## config.mk

```make
export PLATFORM = sky130hd
export DESIGN_NAME = gpio_masked_port
export DESIGN_NICKNAME = d
export VERILOG_FILES = /design/src/rtl/gpio_masked_port.sv
export SDC_FILE = /design/constraint.sdc
export NUM_CORES = 1
export LEC_CHECK = 0
export BUFFER_PORTS_ARGS = -buffer_cell sky130_fd_sc_hd__buf_2
export CAP_MARGIN = 20
export CELL_PAD_IN_SITES_DETAIL_PLACEMENT = 0
export CELL_PAD_IN_SITES_GLOBAL_PLACEMENT = 1
export CORE_AREA = 2 2 70 72
export DETAILED_ROUTE_END_ITERATION = 6
export DIE_AREA = 0 0 72 74
export PLACE_DENSITY_LB_ADDON = 0.08
export SKIP_LAST_GASP = 1
export SLEW_MARGIN = 20
export SYNTH_ARGS = -nofsm -noshare
export SYNTH_HDL_FRONTEND = slang
export SYNTH_SLANG_ARGS = --single-unit
export TNS_END_PERCENT = 20
```

## constraint.sdc

```tcl
create_clock -name clk -period 1.8 [get_ports clk]
set_input_delay 0.09 -clock clk [delete_from_list [all_inputs] [get_ports clk]]
set_output_delay 0.09 -clock clk [all_outputs]
set_load 0.05 [all_outputs]
```

## src/rtl/gpio_masked_port.sv

```systemverilog
module gpio_masked_port #(
  parameter int NPIN = 8,
  parameter int ADDR_W = 12,
  parameter logic [ADDR_W-1:0] DIR_OFS = 12'h400
) (
  input  logic              clk,
  input  logic              rst_n,
  input  logic              bus_sel,
  input  logic              bus_wr,
  input  logic [ADDR_W-1:0] bus_addr,
  input  logic [NPIN-1:0]   bus_wdata,
  output logic [NPIN-1:0]   bus_rdata,
  input  logic [NPIN-1:0]   pad_in,
  output logic [NPIN-1:0]   pad_out,
  output logic [NPIN-1:0]   pad_oe
);
  localparam int MLO = 2;
  localparam int MHI = NPIN + MLO - 1;

  logic [NPIN-1:0] dir_q, out_q, sync1_q, sync2_q, rdata_q, rd_val, mask, wr_en;
  logic data_hit, dir_hit;

  assign mask     = bus_addr[MHI:MLO];
  assign data_hit = (bus_addr[ADDR_W-1:MHI+1] == '0) && (bus_addr[1:0] == 2'b00);
  assign dir_hit  = (bus_addr == DIR_OFS);
  assign wr_en    = (bus_sel && bus_wr && data_hit) ? (mask & dir_q) : '0;

  always_comb begin
    if (data_hit)     rd_val = ((dir_q & out_q) | (~dir_q & sync2_q)) & mask;
    else if (dir_hit) rd_val = dir_q;
    else              rd_val = '0;
  end

  always_ff @(posedge clk or negedge rst_n) begin
    if (!rst_n) begin
      dir_q   <= '0;
      out_q   <= '0;
      sync1_q <= '0;
      sync2_q <= '0;
      rdata_q <= '0;
    end else begin
      sync1_q <= pad_in;
      sync2_q <= sync1_q;
      out_q   <= (out_q & ~wr_en) | (bus_wdata & wr_en);
      if (bus_sel && bus_wr && dir_hit) dir_q <= bus_wdata;
      if (bus_sel && !bus_wr) rdata_q <= rd_val;
    end
  end

  assign bus_rdata = rdata_q;
  assign pad_out   = out_q;
  assign pad_oe    = dir_q;
endmodule

```

## After elaboration in Yosys (flattened, before gate mapping)

Index checks and enable logic that the tools add are counted.

- Equal/unequal tests: 1
- Mux-type cells: 3
- Bitwise operators: 10
- Reduce and logical (&&, ||, !) cells: 8

Operator list:

| kind | count |
|---|---|
| $and A8 B8 Y8 | 6 |
| $mux W8 | 3 |
| $not A8 Y8 | 2 |
| $or A8 B8 Y8 | 2 |
| $eq A12 B11 Y1 const B | 1 |
| $logic_and A1 B1 Y1 | 5 |
| $logic_not A2 Y1 | 2 |
| $logic_not A1 Y1 | 1 |

- Register bits: 40
- Output and inout port bits: 24
- Logic and storage cells: 27

## Depth between registers and ports, before layout

Gate-level depths: netlist (run 1).

- Depth after elaboration: 7
- Gate-level depth with buffers: 5
- Depth with buffers taken out: 4

## Least setup slack after synthesis (run 1)

OpenSTA, ideal clock, no wires.

- Path kind: reg-to-reg
- From: register dir_q[2], in the netlist pad_oe[2]
- To: register rdata_q[2], in the netlist bus_rdata[2]
- Library setup time: 0.126 ns
- Arrival: 1.456 ns
- Data required time: 1.674 ns
- Slack: 0.218 ns
- Cell stages (with the launch flop): 4
- Buffers on the path: 0
- Clock period less this slack: 1.582 ns
- Cell sequence: dfrtp_1 > mux2_2 > and3_1 > a221o_1

- Word-level cells in the longest chain between the ends: 5
- Elaborated cells on any way between the ends: 7
- Those cells by class: 2 x mux; 5 x bitwise

Ends and longest elaborated chain:

| element | RTL line | RTL |
|---|---|---|
| start, declared | 20 | `logic [NPIN-1:0] dir_q, out_q, sync1_q, sync2_q, rdata_q, rd_val, mask, wr_en;` |
| start signal, assigned | 45 | `if (bus_sel && bus_wr && dir_hit) dir_q <= bus_wdata;` |
| $not A8 Y8 | 29 | `if (data_hit) rd_val = ((dir_q & out_q) \| (~dir_q & sync2_q)) & mask;` |
| $and A8 B8 Y8 | 29 |  |
| $or A8 B8 Y8 | 29 |  |
| $and A8 B8 Y8 | 29 |  |
| $mux W8 * | 29 |  |
| end signal, assigned | 46 | `if (bus_sel && !bus_wr) rdata_q <= rd_val;` |
| end, declared | 20 |  |

Every way passes the cells marked *; elsewhere a longest branch is shown, timed or not.
A chain may end at the register's enable or synchronous reset.

## Final worst setup path (run 1)

- From: register dir_q[5], in the netlist pad_oe[5]
- To: register rdata_q[5], in the netlist bus_rdata[5]

The elaborated chain is that of the path after synthesis.

==> impl_metrics.tcl, run 1 <==
set metrics [dict create \
    worstSetupStartpointType "flip-flop" \
    rr_endpoint "bus_rdata[5]" \
    finalNonFillerCells 233 \
    cp_max_fo 5 \
    ys_seq_area_share_pct 64.1 \
    ys_types 19 \
    synth_area_leaders "dfrtp_1, mux2_2, mux2_4" \
    area.sequential_mm2 0.00100 \
    synthMuxAreaShare_pct 19.0 \
    synth.most_common_cell "dfrtp_1" \
    async_reset_ff_share_pct 100 \
    clk_latency_ns 0.29 \
    die_w_um 72 \
    holdBufCountCts 9 \
    ys.warnings.count 0 \
    dieArea_mm2 0.00533 \
    syn_avg_cell_area_um2 15.3 \
    synth_fp_nets 134 \
    ys.flop_type "dfrtp_1" \
    synth-simple-area-share_pct 11.3 \
    cp.required_ns 1.97 \
    ys_top_cells_by_count "dfrtp_1, mux2_2, a221o_1, and3_1" \
    cp.arrival_ns 1.50 \
    grt_setup_unrepaired "false" \
    crit_type "flip-flop to flip-flop" \
    viasPerCell 4.85 \
    cts_sinks 40 \
    startpoint "pad_oe[5]" \
    power.density_mw_per_mm2 774 \
    coreArea_mm2 0.00460 \
    clk_pin_slew_worst_paths_ns 0.07 \
    end_kind "flip-flop" \
    synth_top_area_share_pct 64.1 \
    grt_first_pass_wirelength_um 5730 \
    max_slew_margin_pct 80.3 \
    antenna_found_initial 0 \
    via_count 1130 \
    die_h_um 74 \
    holdWs_ns 0.0500 \
    period_minus_slack_ns 1.32 \
    numCtsBuffers 5 \
    route.detailed.wl_per_inst_um 15.6 \
    area_delta_synth_final_pct 37.1 \
    synthXorXnorAreaFrac_pct 0 \
    crit_end "bus_rdata[5]" \
    fmax_mhz 756 \
    drive_above_1_share_pct 54.2 \
    port_buffers 55 \
    dp_slack_ns 0.183 \
    min_path_type "input port to flip-flop" \
    ant_nets 0 \
    synth_top_family_by_area "multiplexers" \
    tritoncts "yes" \
    fillers 441 \
    r2r_slack_ns 0.48 \
    cts_buffer_depth 2 \
    gp_congestion 0.731 \
    grt_max_degree 39 \
    maxSlewViolCount 0 \
    post-route-period-util_pct 73.5 \
    cts_root_buf "clkbuf_8" \
    initial_core_util_pct 34.0 \
    place_inst 216 \
    tightest_slew_ns 0.295 \
    synth_area_mm2 0.00156 \
    synth_compound_area_share_pct 5.12 \
    yosysTopAreaCell "dfrtp_1" \
    grt_pass1_vias 1153 \
    cts_resized 0 \
    drc 0 \
    setup-violations-final 0 \
    fin_setup_tns_ns 0 \
    routed_wl_um 3640 \
    dpl.hpwl_um 2620 \
    dr.pass1.iters 4 \
    rows 25 \
    first_iter_violations 38 \
    h-tree-depth 2 \
    synth_cells 102 \
    fin_skew_ns 0.00267 \
    antenna_cells 0 \
    synth_edf_count 0 \
    reg2reg_from "pad_oe[5]" \
    overflow 0 \
    nNetsFinal 210 \
    status "finished clean" \
    final-hold-violation-count 0 \
    fin_util_pct 46.6 \
    synthAdderAreaFrac_pct 0 \
    ys_ff_latch 40 \
    p_leak_nw 1.14 \
    ir_drop_uv 447 \
    io_pins 56 \
    postCtsSetupBuffers 0 \
    grt_usage_pct 14.8 \
    fin_ws_ns 0.478 \
    multiInputGateArea_um2 553 \
    cap_violations 0 \
    r2r_cells 3 \
]
-- critical path, stage by stage (launching register included) --
cell and delay [ns]:
dfrtp_1 0.44, mux2_2 0.35, and3_1 0.17, a221o_1 0.25
-- cell type report --
type / instances / share of cell area, %
inverter: 1 / 0.175
sequential: 40 / 46.7
clock inverter: 1 / 0.350
timing repair buffer: 70 / 19.7
multi-input combinational: 60 / 25.8
tap: 54 / 3.15
clock buffer: 7 / 4.03
-- through the flow --
step	area [µm²]	power [mW]
2_1_floorplan	1560	0.976
3_3_place_gp	1960	1.05
3_5_place_dp	1960	1.05
4_1_cts	2140	1.69
5_1_grt	2140	1.74
6_report	2140	1.66
-- cells by family (layout without fill, tap and decap cells) --
group	count (synthesis)	count (layout)
AO/OA/AOI/OAI	8	8
buffers and inverters	2	79
flip-flops	40	40
multiplexers	24	24
AND/OR/NAND/NOR	28	28
-- cell usage in the layout (no fill, tap or decap), types with 2 or more instances in the layout --
master,n
mux2_2,17
dfrtp_1,40
clkbuf_8,6
nand3_1,7
and3_1,8
buf_4,5
nor3_1,2
a221o_1,8
buf_2,55
mux2_4,7
dlygate4sd3_1,9
nor2_1,2
-- where the power goes --
part / switching, mW / internal (mW) / total [mW]
clock network: 0.298 / 0.311 / 0.610
registers: 0.00633 / 0.919 / 0.926
logic: 0.0654 / 0.0585 / 0.124
total: 0.370 / 1.29 / 1.66
-- routing by layer --
layer  wire length (µm)  vias up  GRT usage (%)
met5                  0        -              0
met4                 71        0           6.92
met3                176        8           4.20
met2               1630       35           21.7
met1               1760      556           20.5
li1                   -      531              -
-- how the worst min path moves through the flow --
stage / start / end / slack, ns / cells past startpoint
5_1_grt: bus_wdata[3] / flip-flop / 0.05 / 2
4_1_cts: bus_wdata[4] / flip-flop / 0.04 / 2
3_5_place_dp: rst_n / sync1_q[4] / -0.10 / 1
6_report: bus_wdata[4] / flip-flop / 0.05 / 2
3_3_place_gp: rst_n / sync2_q[4] / -0.10 / 1
2_1_floorplan: rst_n / asynchronous set/reset pin / -0.21 / 0
No activity file was read; power rests on OpenSTA's default activity.
==> inputs of run 2 (changes only) <==
clock period = 1.34 ns   (was 1.8 ns; I/O delays follow)
==> run 2 against run 1 <==
  * Non-clock buffer count rose by 10
  * Highest routed layer unchanged
  * Sequential cell count unchanged
  * Critical path depth stayed put
  * Largest power group unchanged
  * Die area unchanged
  * Setup slack got worse by 0.41 ns
==> impl_metrics.tcl, run 2 (synthesized netlist as in run 1, its figures left out) <==
set metrics [dict create \
    p_leak_nw 1.18 \
    r2r_cells 3 \
    cp.required_ns 1.52 \
    dp_slack_ns -0.195 \
    end_kind "flip-flop" \
    grt_pass1_vias 1200 \
    cts_buffer_depth 2 \
    grt_setup_unrepaired "false" \
    io_pins 56 \
    power.density_mw_per_mm2 1030 \
    tightest_slew_ns 0.474 \
    drive_above_1_share_pct 69.3 \
    reg2reg_from "pad_oe[3]" \
    clk_latency_ns 0.29 \
    overflow 0 \
    h-tree-depth 2 \
    fmax_mhz 788 \
    antenna_cells 0 \
    drc 0 \
    maxSlewViolCount 0 \
    period_minus_slack_ns 1.27 \
    totalPowerFinal_mw 2.40 \
    coreArea_mm2 0.00460 \
    cp.arrival_ns 1.45 \
    route.detailed.wl_per_inst_um 15.5 \
    cts_sinks 40 \
    fin_ws_ns 0.0713 \
    die_h_um 74 \
    via_count 1174 \
    hold_depth 2 \
    initial_core_util_pct 34.0 \
    antenna_found_initial 0 \
    place_inst 226 \
    min_path_type "input port to flip-flop" \
    setup-violations-final 0 \
    viasPerCell 4.83 \
    crit_type "flip-flop to flip-flop" \
    routed_wl_um 3780 \
    cts_root_buf "clkbuf_8" \
    nNetsFinal 220 \
    r2r_slack_ns 0.07 \
    tritoncts "yes" \
    fin_util_pct 50.5 \
    cap_violations 0 \
    cp_max_fo 5 \
    rr_endpoint "bus_rdata[3]" \
    place_area_mm2 0.00212 \
    layout_common_cells "buf_2, dfrtp_1, dfrtp_2" \
    first_iter_violations 23 \
    ant_nets 0 \
    ir_drop_uv 706 \
    fin_skew_ns 0.0122 \
    final_area_mm2 0.00232 \
    rows 25 \
    grt_usage_pct 15.3 \
    max_slew_margin_pct 68.4 \
    dpl.hpwl_um 2790 \
    area_delta_synth_final_pct 48.5 \
    postCtsSetupBuffers 0 \
    startpoint "pad_oe[3]" \
    status "finished clean" \
    clk_pin_slew_worst_paths_ns 0.08 \
    finalNonFillerCells 243 \
    grt_max_degree 23 \
    numCtsBuffers 5 \
    worstSetupStartpointType "flip-flop" \
    dieArea_mm2 0.00533 \
    final_common_cell "buf_2" \
    port_buffers 55 \
    gp_congestion 0.715 \
    die_w_um 72 \
    grt_first_pass_wirelength_um 5970 \
    final-hold-violation-count 0 \
    post-route-period-util_pct 94.7 \
    min_from "bus_wdata[7]" \
    dr.pass1.iters 4 \
]
==> run 2: routing by layer <==
layer  vias up  routed length [µm]  track usage, %
met3         6                 213            3.25
met4         0                  51            6.92
met1       573                1800            20.8
met5         -                   0               0
li1        555                   -               -
met2        40                1710            23.8
==> run 2: worst max-delay path, stage by stage (launching register included) <==
cell and delay [ns]:
dfrtp_2 0.45, mux2_4 0.31, and3_4 0.14, a221o_1 0.26
==> run 2: worst max path at each step <==
stage | endpoint | slack (ns) | cells past startpoint
3_5_place_dp | flip-flop | -0.20 | 5
6_report | bus_rdata[3] | 0.07 | 3
4_1_cts | bus_rdata[5] | 0.08 | 3
2_1_floorplan | bus_rdata[2] | -0.03 | 3
3_3_place_gp | flip-flop | -0.20 | 5
5_1_grt | flip-flop | 0.03 | 5
==> run 2: layout make-up <==
| cell class | count | area (µm²) |
|---|---|---|
| fillers | 436 | 2280 |
| flip-flops and latches | 40 | 1020 |
| multi-input cells | 60 | 623 |
| repair buffers | 80 | 498 |
| clock buffers | 6 | 72.6 |
| well taps | 54 | 67.6 |
| clock inverters | 2 | 35.0 |
| inverters | 1 | 3.75 |
==> run 2: per-stage QoR <==
stage	hold WS [ns]	setup TNS, ns
2_1_floorplan	-0.229	-0.151
3_3_place_gp	0.0475	-3.28
3_5_place_dp	0.0505	-3.32
4_1_cts	0.0119	0
5_1_grt	0.0116	0
6_report	0.0213	0
==> run 2: timing repair <==
| item | CTS | global route |
|---|---|---|
| hold endpoints to repair | 26 | 0 |
| hold buffers | 9 | 0 |
| resized for setup | 0 | 0 |
==> run 2: report_power, final <==
group	internal (mW)	total [mW]	switching, mW	leakage [nW]
Sequential	1.23	1.24	0.00940	0.495
Clock	0.553	0.965	0.412	0.0552
Combinational	0.0985	0.190	0.0919	0.633
==> inputs of run 3 (changes only) <==
--- a/config.mk
+++ b/config.mk
@@ -12,2 +12,3 @@
 export CORE_AREA = 2 2 70 72
+export CTS_CLUSTER_SIZE = 12
 export DETAILED_ROUTE_END_ITERATION = 6
==> constraint.sdc (replaced) <==
create_clock -name clk -period 1.3 [get_ports clk]
set_input_delay 0.13 -clock clk [delete_from_list [all_inputs] [get_ports clk]]
set_output_delay 0.13 -clock clk [all_outputs]
set_load 0.05 [all_outputs]
==> run 3 against run 2 <==
  * Sequential share of layout area shrank 1.3 points
  * Via count grew 3.0%
  * Register-to-register slack got worse by 0.03 ns
  * Clock power rose by 9%
  * Wire length up 1.3%
  * Non-clock buffer count is 6 higher
  * Cell count grew 2.5%
  * Sequential power is 3% higher
  * Hold slack gained 0.048 ns
  * Combinational power up 5%
  * Global-route usage increased by 0.076 points
  * Die area unchanged
  * Highest routed layer unchanged
==> impl_metrics.tcl, run 3 (synthesized netlist as in run 1, its figures left out) <==
set metrics [dict create \
    gp_congestion 0.722 \
    io_pins 56 \
    overflow 0 \
    wl_met1_um 1720 \
    status "finished clean" \
    reg2reg_from "pad_oe[4]" \
    min_path_type "input port to flip-flop" \
    h-tree-depth 2 \
    post-route-period-util_pct 96.6 \
    drc 0 \
    period_minus_slack_ns 1.26 \
    grt_first_pass_wirelength_um 5950 \
    die_h_um 74 \
    cts_sinks 40 \
    coreArea_mm2 0.00460 \
    maxSlewViolCount 0 \
    ir_drop_uv 639 \
    routed_wl_um 3830 \
    hold_depth 2 \
    cts_root_buf "clkbuf_8" \
    cp.arrival_ns 1.44 \
    tightest_slew_ns 0.441 \
    end_kind "flip-flop" \
    clk_pin_slew_worst_paths_ns 0.08 \
    final-hold-violation-count 0 \
    first_iter_violations 34 \
    grt_usage_pct 15.4 \
    place_inst 231 \
    dpl.hpwl_um 2890 \
    antenna_found_initial 0 \
    fin_skew_ns 0.00479 \
    dr.pass1.iters 4 \
    clk_latency_ns 0.30 \
    grt_max_degree 25 \
    dr_wl_met2_um 1790 \
    dieArea_mm2 0.00533 \
    place_area_mm2 0.00216 \
    cp.required_ns 1.48 \
    tritoncts "yes" \
    p_leak_nw 1.22 \
    layout_common_cells "buf_2, dfrtp_1, buf_4" \
    grt_pass1_vias 1180 \
    antenna_cells 0 \
    cts_buffer_depth 2 \
    nNetsFinal 226 \
    max_slew_margin_pct 70.6 \
    final_area_mm2 0.00239 \
    rows 25 \
    min_from "bus_wdata[6]" \
    initial_core_util_pct 34.0 \
    cp_max_fo 8 \
    rr_endpoint "bus_rdata[4]" \
    ant_nets 0 \
    r2r_slack_ns 0.04 \
    r2r_cells 3 \
    worstSetupStartpointType "input port" \
    top_layer "met4" \
    crit_type "input port to flip-flop" \
    viasPerCell 4.86 \
    via_count 1209 \
    numCtsBuffers 5 \
    setup-violations-final 0 \
    finalNonFillerCells 249 \
    port_buffers 55 \
    power.density_mw_per_mm2 1060 \
    fmax_mhz 796 \
    final_common_cell "buf_2" \
    grt_setup_unrepaired "false" \
    die_w_um 72 \
    drive_above_1_share_pct 71.3 \
    cap_violations 0 \
    route.detailed.wl_per_inst_um 15.4 \
    met3_length_um 236 \
    area_delta_synth_final_pct 53.0 \
    fin_setup_tns_ns 0 \
]
## run 3: cell types whose count changed in the layout (fill, tap and decap cells not counted), sizes merged
cell	delta
buf	+6
clkbuf	-1
clkinv	-1
clkinvlp	+1
inv	+1
## run 3: stage by stage
step	util, %	power, mW	worst slack (ns)	hold WS [ns]
after detailed placement	47.0	1.49	-0.342	0.0950
final	52.0	2.53	0.0442	0.0689
after floorplan	-	1.36	-0.0753	-0.166
after CTS	52.0	2.57	0.0226	0.0618
after global routing	52.0	2.64	0.00436	0.0644
after global placement	47.0	1.48	-0.301	0.0822
## run 3: area by class of cell
cell class	instances	area [µm²]
sequential	40	1020
inverter	1	3.75
clock buffer	5	68.8
multi-input combinational	60	628
tap	54	67.6
clock inverter	3	46.3
timing repair buffer	86	556
fill	420	2210
## run 3: layer usage
metal / track usage, % / up-vias
met5: 0 / -
li1: - / 566
met2: 23.9 / 39
met1: 19.7 / 596
met4: 7.55 / 0
met3: 4.74 / 8
## run 3: where the power goes
part	internal, mW	switching (mW)
Combinational	0.105	0.0951
Clock	0.578	0.472
Sequential	1.27	0.00958
Total	1.95	0.577
## run 3: critical path: stages
cell and delay, ns:
buf_2 0.10, or4_4 0.55, nor2_4 0.12, buf_12 0.13
nand3_1 0.10, mux2_4 0.31
## run 3: worst max-delay path by stage
| stage | from | endpoint | slack [ns] | cells after the start |
|---|---|---|---|---|
| CTS | bus_addr[1] | flip-flop | 0.02 | 6 |
| global placement | bus_addr[1] | flip-flop | -0.30 | 5 |
| detailed placement | bus_addr[1] | flip-flop | -0.34 | 5 |
| floorplan | bus_addr[1] | flip-flop | -0.08 | 4 |
| finish | bus_addr[1] | flip-flop | 0.04 | 6 |
| global route | bus_addr[7] | pad_oe[3] | 0.004 | 6 |
## run 3: repair_timing
| action | 4_1_cts | 5_1_grt |
|---|---|---|
| setup buffers | 1 | 0 |
| setup endpoints to repair | 2 | 4 |
| hold endpoints to repair | 24 | 0 |
| hold buffers | 9 | 0 |
| pin swaps | 1 | 1 |
| gates resized for setup | 1 | 0 |
